`src/rtl/lp_idle_timer.sv`:
```
module lp_idle_timer #(
  parameter int FAST_MS = 512,
  parameter int SLOW_MS = 1000
) (
  input  logic       clk,
  input  logic       rst_n,
  input  logic       mode_we_i,
  input  logic [1:0] mode_wdata_i,
  input  logic       soft_rst_i,
  input  logic       rate_sel_i,
  input  logic       idle_i,
  input  logic       tick_i,
  output logic       low_pwr_o,
  output logic       wake_o
);

  localparam int MAXL = (FAST_MS > SLOW_MS) ? FAST_MS : SLOW_MS;
  localparam int CW   = $clog2(MAXL + 1);

  localparam logic [1:0] M_OFF    = 2'b00;
  localparam logic [1:0] M_AUTO   = 2'b01;
  localparam logic [1:0] M_MANUAL = 2'b10;

  logic [1:0]    mode_q;
  logic          rate_q;
  logic [CW-1:0] cnt_q;
  logic          auto_lp_q;
  logic          lp_d_q;

  logic [CW-1:0] limit;
  logic          restart;
  logic          last_tick;

  assign limit     = rate_sel_i ? CW'(FAST_MS) : CW'(SLOW_MS);
  assign restart   = soft_rst_i | mode_we_i | (mode_q != M_AUTO) | !idle_i
                   | (rate_sel_i != rate_q);
  assign last_tick = tick_i && (cnt_q == limit - CW'(1));

  always_ff @(posedge clk or negedge rst_n) begin
    if (!rst_n)          mode_q <= M_OFF;
    else if (soft_rst_i) mode_q <= M_OFF;
    else if (mode_we_i)  mode_q <= mode_wdata_i;
  end

  always_ff @(posedge clk or negedge rst_n) begin
    if (!rst_n) rate_q <= 1'b0;
    else        rate_q <= rate_sel_i;
  end

  always_ff @(posedge clk or negedge rst_n) begin
    if (!rst_n)                        cnt_q <= '0;
    else if (restart)                  cnt_q <= '0;
    else if (tick_i && cnt_q != limit) cnt_q <= cnt_q + CW'(1);
  end

  always_ff @(posedge clk or negedge rst_n) begin
    if (!rst_n)         auto_lp_q <= 1'b0;
    else if (restart)   auto_lp_q <= 1'b0;
    else if (last_tick) auto_lp_q <= 1'b1;
  end

  assign low_pwr_o = (mode_q == M_MANUAL) | auto_lp_q;

  always_ff @(posedge clk or negedge rst_n) begin
    if (!rst_n) lp_d_q <= 1'b0;
    else        lp_d_q <= low_pwr_o;
  end

  assign wake_o = lp_d_q & ~low_pwr_o;

endmodule

```
`config.mk`:
```
export PLATFORM = sky130hd
export DESIGN_NAME = lp_idle_timer
export DESIGN_NICKNAME = d
export VERILOG_FILES = /design/src/rtl/lp_idle_timer.sv
export SDC_FILE = /design/constraint.sdc
export NUM_CORES = 1
export LEC_CHECK = 0
export BUFFER_PORTS_ARGS = -buffer_cell sky130_fd_sc_hd__buf_2
export CELL_PAD_IN_SITES_DETAIL_PLACEMENT = 1
export CELL_PAD_IN_SITES_GLOBAL_PLACEMENT = 1
export CORE_MARGIN = 4
export CORE_UTILIZATION = 40
export DETAILED_ROUTE_END_ITERATION = 6
export GPL_ROUTABILITY_DRIVEN = 0
export PLACE_DENSITY_LB_ADDON = 0.2
export SYNTH_ARGS = -nofsm -noshare
export SYNTH_HDL_FRONTEND = slang
export SYNTH_SLANG_ARGS = --single-unit
export TNS_END_PERCENT = 30
```
`constraint.sdc`:
```
create_clock -name clk -period 2.74 [get_ports clk]
set_input_delay 0.137 -clock clk [delete_from_list [all_inputs] [get_ports clk]]
set_output_delay 0.137 -clock clk [all_outputs]
set_load 0.02 [all_outputs]
```
==> impl_metrics.yaml, run 1 <==
detailed_routing:
  drc: 0
  wl_per_cell_um: 14.2
  detailroute.via_count: 585
  drtAntennaViolNets: 0
  drt_first_pass_iters: 3
  wirelength_mm: 1.66
  drt-vias-per-instance: 5.00
  detail_route.iter0.violations: 2
yosys:
  synthesis.yosys.warnings: 0
  syn-instance-count: 78
  post_synth_instance_area_um2: 778
  ys_types: 22
  mappedNetlistNets: 89
  syn_avg_cell_area_um2: 9.98
  yosys_register_bits: 15
  seq_area_frac_synth_pct: 48.2
cells_and_area:
  antennaDiodeCount: 0
  layout_common_cells: "nor2_1, dfrtp_1, buf_2, inv_1, xor2_1"
  final_common_cell: "nor2_1"
  layout-drive-gt1-share_pct: 19.6
  regArea_um2: 375
  footprint_of_the_multi_input_gates_um2: 377
  n_fill_cell: 206
  flow.area_growth_from_synthesis_pct: 14.6
  finalNetCount: 104
timing:
  grt_setup_unrepaired: "false"
  fin_worst_hold_slack_ns: 0.0381
  drv_slew: 0
  fin_setup_tns_ns: 0
  max_freq_mhz: 524
  timing.final.crit_share_pct: 69.6
  largest_clock_skew_in_the_final_design_ns: 0.000844
  setup_viol: 0
  max_slew_margin_pct: 67.1
  tightest_slew_ns: 0.492
  finalCriticalPeriod_ns: 1.91
  timing_hold_violations_final: 0
global_route:
  use_met3_pct: 3.72
  grt_pass1_vias: 670
  grt_util_met1_pct: 18.5
  grt_usage_pct: 16.2
  grt_antenna_before_repair: 0
  grt_util_met2_pct: 28.0
  busiest_layer: "met2"
  grt_overflow: 0
  grt_max_degree: 16
  grt_pass1_wl_mm: 3.11
critical_path:
  cp_data_required_time_ns: 2.91
  setup.worst_path.class: "flop to flop"
  critPathCaptureType: "flop"
  crit_top_cell: "mux2_4"
  timing.critical_path.slowest_stage_cell: "or4_1"
  timing.critical_path.arrival_ns: 2.08
  crit_fanout: 6
  cp_cell_sequence: "or4_1, mux2_4, o21ai_4, nor2_2, mux2_4"
  startpoint_kind_of_the_worst_setup_timing_path: "flop"
  worst_path_largest_cell_delay_ns: 0.53
floorplanning:
  die_height_um: 52.1
  floorplan.initialDensity_pct: 43.6
  core-area_um2: 1780
  die_w_um: 52.1
  pin_count: 11
  floorplan_die_area_um2: 2720
  core.rowCount: 15
outcome:
  outcome: "finished, final reports clean"
clocking:
  cts.reportedPaths.clkPinSlew_ns: 0.09
  ctsResizeCount: 0
  ctsRootBufferMaster: "clkbuf_4"
  total_clock_sinks: 15
  cts_inserted_buffers: 3
  h-tree-depth: 1
  cts.path.max_buffers: 2
  clock_tree_from_tritoncts: "done"
  cts_setup_buffers: 0
  clk-insertion-delay-late_ns: 0.28
  hold_buffers: 1
flow_run:
  timing.max_cap.violations: 0
min_path:
  worst_hold_path_type: "input pin to flop"
placed_design:
  detailedPlacementHpwl_mm: 1.29
  port_buffers: 10
pwr:
  powerDensity_nw_per_um2: 430
  peakVddDrop_mv: 0.181
  leakage_nw: 0.418
  finalPower_mw: 0.384
-- through the flow --
step | setup slack, ns | area, um^2 | utilization (%) | std cells
after floorplan | 0.930 | 778 | - | 78
after global placement | 0.896 | 856 | 48.0 | 112
after detailed placement | 0.830 | 856 | 48.0 | 112
after CTS | 0.818 | 892 | 50.0 | 117
after global routing | 0.756 | 892 | 50.0 | 117
final | 0.832 | 892 | 50.0 | 117
-- routing by layer --
layer	wire (um)	up-vias
met1	708	287
li1	-	287
met3	62	2
met2	874	9
met4	13	0
met5	0	-
-- power by group --
group	switching, mW	internal [mW]
Clock	0.0695	0.0565
Combinational	0.0183	0.0133
Sequential	0.00173	0.224
Total	0.0895	0.294
-- worst max-delay path: cells and delay by family, from the launching register on --
kind / cells / cell delay (ns)
compound gates: 1 / 0.17
flops: 1 / 0.45
mux: 2 / 0.58
simple gates: 2 / 0.60
-- worst paths after layout --
| kind | depth (start not counted) | start | slack [ns] | end |
|---|---|---|---|---|
| setup / recovery | 5 | cnt_q[5] | 0.83 | cnt_q[2] |
| setup reg to reg | 5 | cnt_q[5] | 0.83 | cnt_q[2] |
| max in group asynchronous | 2 | rst_n | 2.20 | cnt_q[6] |
| min in group asynchronous | 2 | rst_n | 0.28 | cnt_q[2] |
| hold reg to reg | 1 | auto_lp_q | 0.53 | lp_d_q |
| hold / removal | 2 | soft_rst_i | 0.04 | mode_q[0] |
-- sequential cells by signal, indices dropped and copies added, names as in the netlist --
name / cells
cnt_q: 10
auto_lp_q: 1
rate_q: 1
mode_q: 2
lp_d_q: 1
-- synthesized netlist by cell type (all sizes together) --
master / count / share of area (%)
a21oi: 1 / 0.64
a21o: 1 / 0.96
ha: 2 / 3.2
a22o: 1 / 1.1
nor2b: 1 / 0.80
dfrtp: 15 / 48
o21ai: 1 / 2.1
nor2: 21 / 10
nor3: 1 / 0.64
or4: 1 / 0.96
inv: 6 / 2.9
nor4: 1 / 0.80
mux2: 2 / 3.9
nand4: 5 / 4.8
xor2: 6 / 6.8
xnor2: 4 / 4.5
mux2i: 3 / 3.9
nand2: 2 / 0.96
nand3: 3 / 1.9
clkbuf: 1 / 0.48
-- logic make-up after synthesis --
| family | count (synthesis) | share of synthesized area, % |
|---|---|---|
| and+or+nand+nor | 35 | 21.4 |
| muxes | 5 | 7.72 |
| DFF | 15 | 48.2 |
| buffers and inverters | 7 | 3.38 |
| AOI/OAI and AO/OA | 4 | 4.82 |
| xor gates and xnor gates | 10 | 11.3 |
| adders and majority gates | 2 | 3.21 |
-- layout make-up --
type	count	area share, %
clock buffers	4	2.95
inverters	6	2.52
multi-input cells	56	42.2
flip-flops and latches	15	42.1
well taps	25	3.51
repair buffers	11	6.73
(Power assumes the default switching activity.)
==> inputs of run 2 (changes only) <==
Settings changed: ABC_AREA set to 1, CORE_UTILIZATION 40 to 37.
Clock period 2.74 ns to 1.6 ns, I/O delays scaled along.
==> impl_metrics.yaml, run 2 <==
pwr:
  peakVddDrop_mv: 0.411
  share_clk_of_total_power_pct: 33.3
  power.switching_mw: 0.165
  sw_frac_of_total_pct: 24.8
  power.internal_mw: 0.500
  p_comb_share_pct: 8.4
  powerDensity_nw_per_um2: 624
  power.sequential.fraction_pct: 58.3
  finalPower_mw: 0.665
  leakage_nw: 0.526
cells_and_area:
  antennaDiodeCount: 0
  layout-drive-gt1-share_pct: 21.1
  flow.area_growth_from_synthesis_pct: 8.27
  post-route-util_pct: 42.6
  layout_common_cells: "nand2_1, nand3_1, dfrtp_1, inv_1, nor2_1"
  top_register: "cnt_q"
  final_common_cell: "nand2_1"
  top_regs: "cnt_q: 10 flops, mode_q: 2 flops"
  largest_register_ffs: 10
  finalNetCount: 154
yosys:
  ys_types: 22
  mappedNetlistNets: 140
  seq_area_frac_synth_pct: 38.2
  syn_avg_cell_area_um2: 7.62
  synth_area_leaders: "dfrtp_1, nand2_1, nand3_1"
  synthMostInstantiatedCell: "nand2_1"
  postSynth.topFlopCell: "dfrtp_1"
  post_synth_instance_area_um2: 983
  synth.largest_area_cell: "dfrtp_1"
  yosys_register_bits: 15
  synthesis.yosys.warnings: 0
  synth-edff-count: 0
  syn-instance-count: 129
  synth_top_area_share_pct: 38.2
  post_synth_most_frequent_cells: "nand2_1, dfrtp_1, inv_1, nand3_1, nor2_1"
  postSynth.asyncResetShare_pct: 100
timing:
  fin_setup_tns_ns: 0
  finalCriticalPeriod_ns: 1.49
  max_freq_mhz: 673
  grt_setup_unrepaired: "false"
  drv_slew: 0
  timing.final.crit_share_pct: 92.9
  largest_clock_skew_in_the_final_design_ns: 0.00304
  max_slew_margin_pct: 76.9
  timing_hold_violations_final: 0
  setup_viol: 0
  tightest_slew_ns: 0.346
critical_path:
  timing.critical_path.arrival_ns: 1.67
  setup.worst_path.class: "flop to flop"
  crit_path_buffers_inverters: 1
  crit_top_cell: "nand2_1"
  cp_data_required_time_ns: 1.78
  reg2reg_launch_point: "cnt_q[0]"
  timing.critical_path.slowest_stage_cell: "dfrtp_1"
  startpoint_kind_of_the_worst_setup_timing_path: "flop"
  timing.critical_path.from: "cnt_q[0]"
  worst_path_largest_cell_delay_ns: 0.42
  critPathCaptureType: "flop"
  crit_fanout: 9
  cp_cell_sequence: "inv_2, ha_1, nand3_1, nor2_2, nand3_4, nand2_4, nor2_4, nand2_1, nand2_1"
  cpLargestDelayFamily: "simple AND/OR/NAND/NOR gates"
placed_design:
  port_buffers: 10
  detailedPlacementHpwl_mm: 1.84
global_route:
  grt_usage_pct: 15.0
  grt_pass1_vias: 894
  grt_pass1_wl_mm: 4.00
  grt_max_degree: 16
  grt_overflow: 0
  grt_antenna_before_repair: 0
floorplanning:
  core.rowCount: 18
  floorplan_die_area_um2: 3550
  pin_count: 11
  die_w_um: 59.6
  core-area_um2: 2500
  floorplan.initialDensity_pct: 39.3
  die_height_um: 59.6
clocking:
  cts_setup_buffers: 0
  cts_inserted_buffers: 3
  cts.reportedPaths.clkPinSlew_ns: 0.09
  total_clock_sinks: 15
  ctsRootBufferMaster: "clkbuf_4"
  clock_tree_from_tritoncts: "done"
  clk-insertion-delay-late_ns: 0.28
  h-tree-depth: 1
  cts.path.max_buffers: 2
detailed_routing:
  drt-vias-per-instance: 4.83
  drt_first_pass_iters: 4
  top_layer_used: "met4"
  met2_length_mm: 1.18
  detailroute.via_count: 831
  wl_per_cell_um: 13.3
  routed-wl-met3_um: 54
  wirelength_mm: 2.29
  met1_length_mm: 1.04
  drc: 0
  detail_route.iter0.violations: 21
  drtAntennaViolNets: 0
flow_run:
  timing.max_cap.violations: 0
outcome:
  outcome: "finished, final reports clean"
min_path:
  worstHoldStart: "mode_wdata_i[1]"
  worst_hold_path_type: "input pin to flop"
==> run 2: changes by cell type after synthesis, sizes merged, moves of 3 or more <==
cell	previous run	this run
nand2	2	41
nand3	3	17
inv	6	18
xor2	6	2
mux2i	3	0
==> run 2: worst paths after layout <==
path	end	depth (start not counted)	slack [ns]
worst max-delay path	cnt_q[3]	9	0.11
worst min-delay path	mode_q[1]	3	0.02
worst max register to register	cnt_q[3]	9	0.11
worst min register to register	auto_lp_q	2	0.52
max in group asynchronous	cnt_q[0]	2	1.12
min in group asynchronous	cnt_q[9]	2	0.22
==> run 2: cell families after synthesis <==
logic type / count (synthesis) / share of synthesized area [%]
XOR/XNOR: 5 / 4.45
buffers and inverters: 21 / 12.5
AND/OR/NAND/NOR: 82 / 39.9
adder cells (fa/ha/maj): 2 / 2.54
flip-flops: 15 / 38.2
AO/OA/AOI/OAI: 4 / 2.42
==> run 2: cell type report <==
| cell class | count | area [um^2] |
|---|---|---|
| flip-flops and latches | 15 | 375 |
| fillers | 328 | 1440 |
| clock buffers | 4 | 26.3 |
| repair buffers | 12 | 70.1 |
| well taps | 30 | 37.5 |
| multi-input cells | 93 | 488 |
| inverters | 18 | 67.6 |
==> run 2: repair_timing <==
action,4_1_cts,5_1_grt
endpoints found under the hold margin,16,0
gates resized for setup,0,2
hold buffers,2,0
setup endpoints to repair,0,7
==> run 2: routing by layer <==
metal | GRT usage (%) | vias up
met4 | 2.85 | 0
met5 | 0 | -
met2 | 25.9 | 8
met3 | 3.92 | 2
li1 | - | 430
met1 | 19.0 | 391
==> run 2: power by group through the flow <==
stage | Clock, mW | Sequential (mW) | Combinational [mW]
finish | 0.221 | 0.388 | 0.0557
global placement | 0 | 0.395 | 0.0520
detailed placement | 0 | 0.395 | 0.0533
global route | 0.250 | 0.389 | 0.0634
floorplan | 0 | 0.394 | 0.0351
CTS | 0.234 | 0.388 | 0.0571
==> run 2: stage by stage <==
stage	area [um^2]	cells	worst slack (ns)	hold slack, ns
after global placement	1020	166	0.120	0.0141
after floorplan	983	129	0.246	-0.216
after CTS	1060	172	0.0481	0.0227
after detailed placement	1020	166	0.0609	0.00739
after global routing	1060	172	0.00580	0.0284
final	1060	172	0.113	0.0239
==> run 2: tightest hold or removal path, delay by kind of cell <==
kind	cells	cell delay, ns
AND/OR/NAND/NOR	2	0.12
buffers and inverters	1	0.07
==> inputs of run 3 (changes only) <==
Settings changed: PLACE_DENSITY set to 0.75, PLACE_DENSITY_LB_ADDON 0.2 to unset.
==> impl_metrics.yaml, run 3 (synthesized netlist as in run 2, its figures left out) <==
outcome:
  outcome: "finished, final reports clean"
timing:
  max_slew_margin_pct: 77.3
  fin_setup_tns_ns: 0
  grt_setup_unrepaired: "false"
  timing_hold_violations_final: 0
  setup_viol: 0
  drv_slew: 0
  largest_clock_skew_in_the_final_design_ns: 0.000709
  timing.final.crit_share_pct: 91.1
  tightest_slew_ns: 0.337
  finalCriticalPeriod_ns: 1.46
  max_freq_mhz: 686
  fin_worst_hold_slack_ns: 0.0310
cells_and_area:
  top_regs: "cnt_q: 10 flops, mode_q: 2 flops"
  antennaDiodeCount: 0
  final_common_cell: "nand2_1"
  n_fill_cell: 311
  regArea_um2: 375
  layout_common_cells: "nand2_1, nand3_1, dfrtp_1, inv_1, nor2_1"
  layout-drive-gt1-share_pct: 21.1
  finalNetCount: 154
  top_register: "cnt_q"
  flow.area_growth_from_synthesis_pct: 9.67
  largest_register_ffs: 10
  footprint_of_the_multi_input_gates_um2: 502
floorplanning:
  floorplan_die_area_um2: 3550
  floorplan.initialDensity_pct: 39.3
  core-area_um2: 2500
  pin_count: 11
  core.rowCount: 18
  die_w_um: 59.6
  die_height_um: 59.6
detailed_routing:
  wirelength_mm: 2.24
  met2_length_mm: 1.05
  drc: 0
  wl_per_cell_um: 13.0
  drt-vias-per-instance: 4.82
  detailroute.via_count: 829
  top_layer_used: "met4"
  drt_first_pass_iters: 4
  detail_route.iter0.violations: 11
  met1_length_mm: 1.07
  routed-wl-met3_um: 79
  drtAntennaViolNets: 0
global_route:
  grt_pass1_wl_mm: 3.89
  grt_max_degree: 16
  grt_overflow: 0
  grt_pass1_vias: 840
  grt_usage_pct: 14.9
  grt_antenna_before_repair: 0
clocking:
  cts.path.max_buffers: 2
  ctsRootBufferMaster: "clkbuf_4"
  clk-insertion-delay-late_ns: 0.29
  cts_setup_buffers: 0
  total_clock_sinks: 15
  cts_inserted_buffers: 3
  clock_tree_from_tritoncts: "done"
  cts.reportedPaths.clkPinSlew_ns: 0.09
  h-tree-depth: 1
pwr:
  leakage_nw: 0.527
  powerDensity_nw_per_um2: 622
  peakVddDrop_mv: 0.475
min_path:
  worst_hold_path_type: "input pin to flop"
placed_design:
  detailedPlacementHpwl_mm: 1.76
  port_buffers: 10
critical_path:
  cp_data_required_time_ns: 1.79
  crit_fanout: 9
  timing.critical_path.arrival_ns: 1.64
  startpoint_kind_of_the_worst_setup_timing_path: "flop"
  setup.worst_path.class: "flop to flop"
  r2r_slack_ns: 0.14
  critPathCaptureType: "flop"
flow_run:
  timing.max_cap.violations: 0
==> run 3: changes by cell type in the layout (fill, tap and decap cells not counted) <==
cell | previous run | this run
nand2_8 | 0 | 1
nand2_4 | 1 | 0
nor2_2 | 5 | 4
nor2_4 | 1 | 2
==> run 3: area by class of cell <==
cell class	count	area share, %
flip-flops and latches	15	34.8
clock buffers	4	2.44
multi-input cells	93	46.5
inverters	18	6.26
repair buffers	12	6.50
well taps	30	3.48
==> run 3: routing by layer <==
metal	vias up	track usage, %
li1	425	-
met1	389	20.8
met2	11	21.7
met3	4	4.79
met4	0	4.75
met5	-	0
==> run 3: repair_timing <==
| item | CTS | global route |
|---|---|---|
| endpoints found under the setup margin | 0 | 8 |
| hold buffers | 2 | 0 |
| gates resized for setup | 0 | 4 |
| endpoints found under the hold margin | 16 | 0 |
==> run 3: final timing paths <==
| check | end | from | depth (start not counted) |
|---|---|---|---|
| hold reg to reg | mode_q[1] | mode_q[1] | 2 |
| min in group asynchronous | cnt_q[8] | rst_n | 2 |
| hold / removal | mode_q[1] | mode_wdata_i[1] | 3 |
| max in group asynchronous | cnt_q[0] | rst_n | 2 |
| setup reg to reg | cnt_q[0] | cnt_q[0] | 9 |
| setup / recovery | cnt_q[0] | cnt_q[0] | 9 |
==> run 3: stage by stage <==
| stage | setup WS, ns | power (mW) | std cells | util (%) | instance area, um^2 |
|---|---|---|---|---|---|
| 6_report | 0.142 | 0.670 | 172 | 43.1 | 1080 |
| 2_1_floorplan | 0.246 | 0.429 | 129 | - | 983 |
| 3_3_place_gp | 0.131 | 0.446 | 166 | 40.6 | 1020 |
| 5_1_grt | 0.0127 | 0.702 | 172 | 43.1 | 1080 |
| 4_1_cts | 0.0668 | 0.681 | 172 | 42.5 | 1060 |
| 3_5_place_dp | 0.0865 | 0.448 | 166 | 40.6 | 1020 |
==> run 3: where the power goes <==
part           internal, mW  switching [mW]  total [mW]  leakage, nW
Combinational        0.0201          0.0373      0.0574        0.307
Sequential            0.384         0.00344       0.388        0.205
Clock                0.0969           0.128       0.225       0.0150
==> run 3: worst max-delay path: stages, from the launching register on <==
cell and delay (ns):
dfrtp_1 0.42, inv_2 0.10, ha_1 0.15, nand3_1 0.09
nor2_2 0.16, nand3_4 0.14, nand2_8 0.12, nor2_4 0.06
nand2_1 0.06, nand2_1 0.05
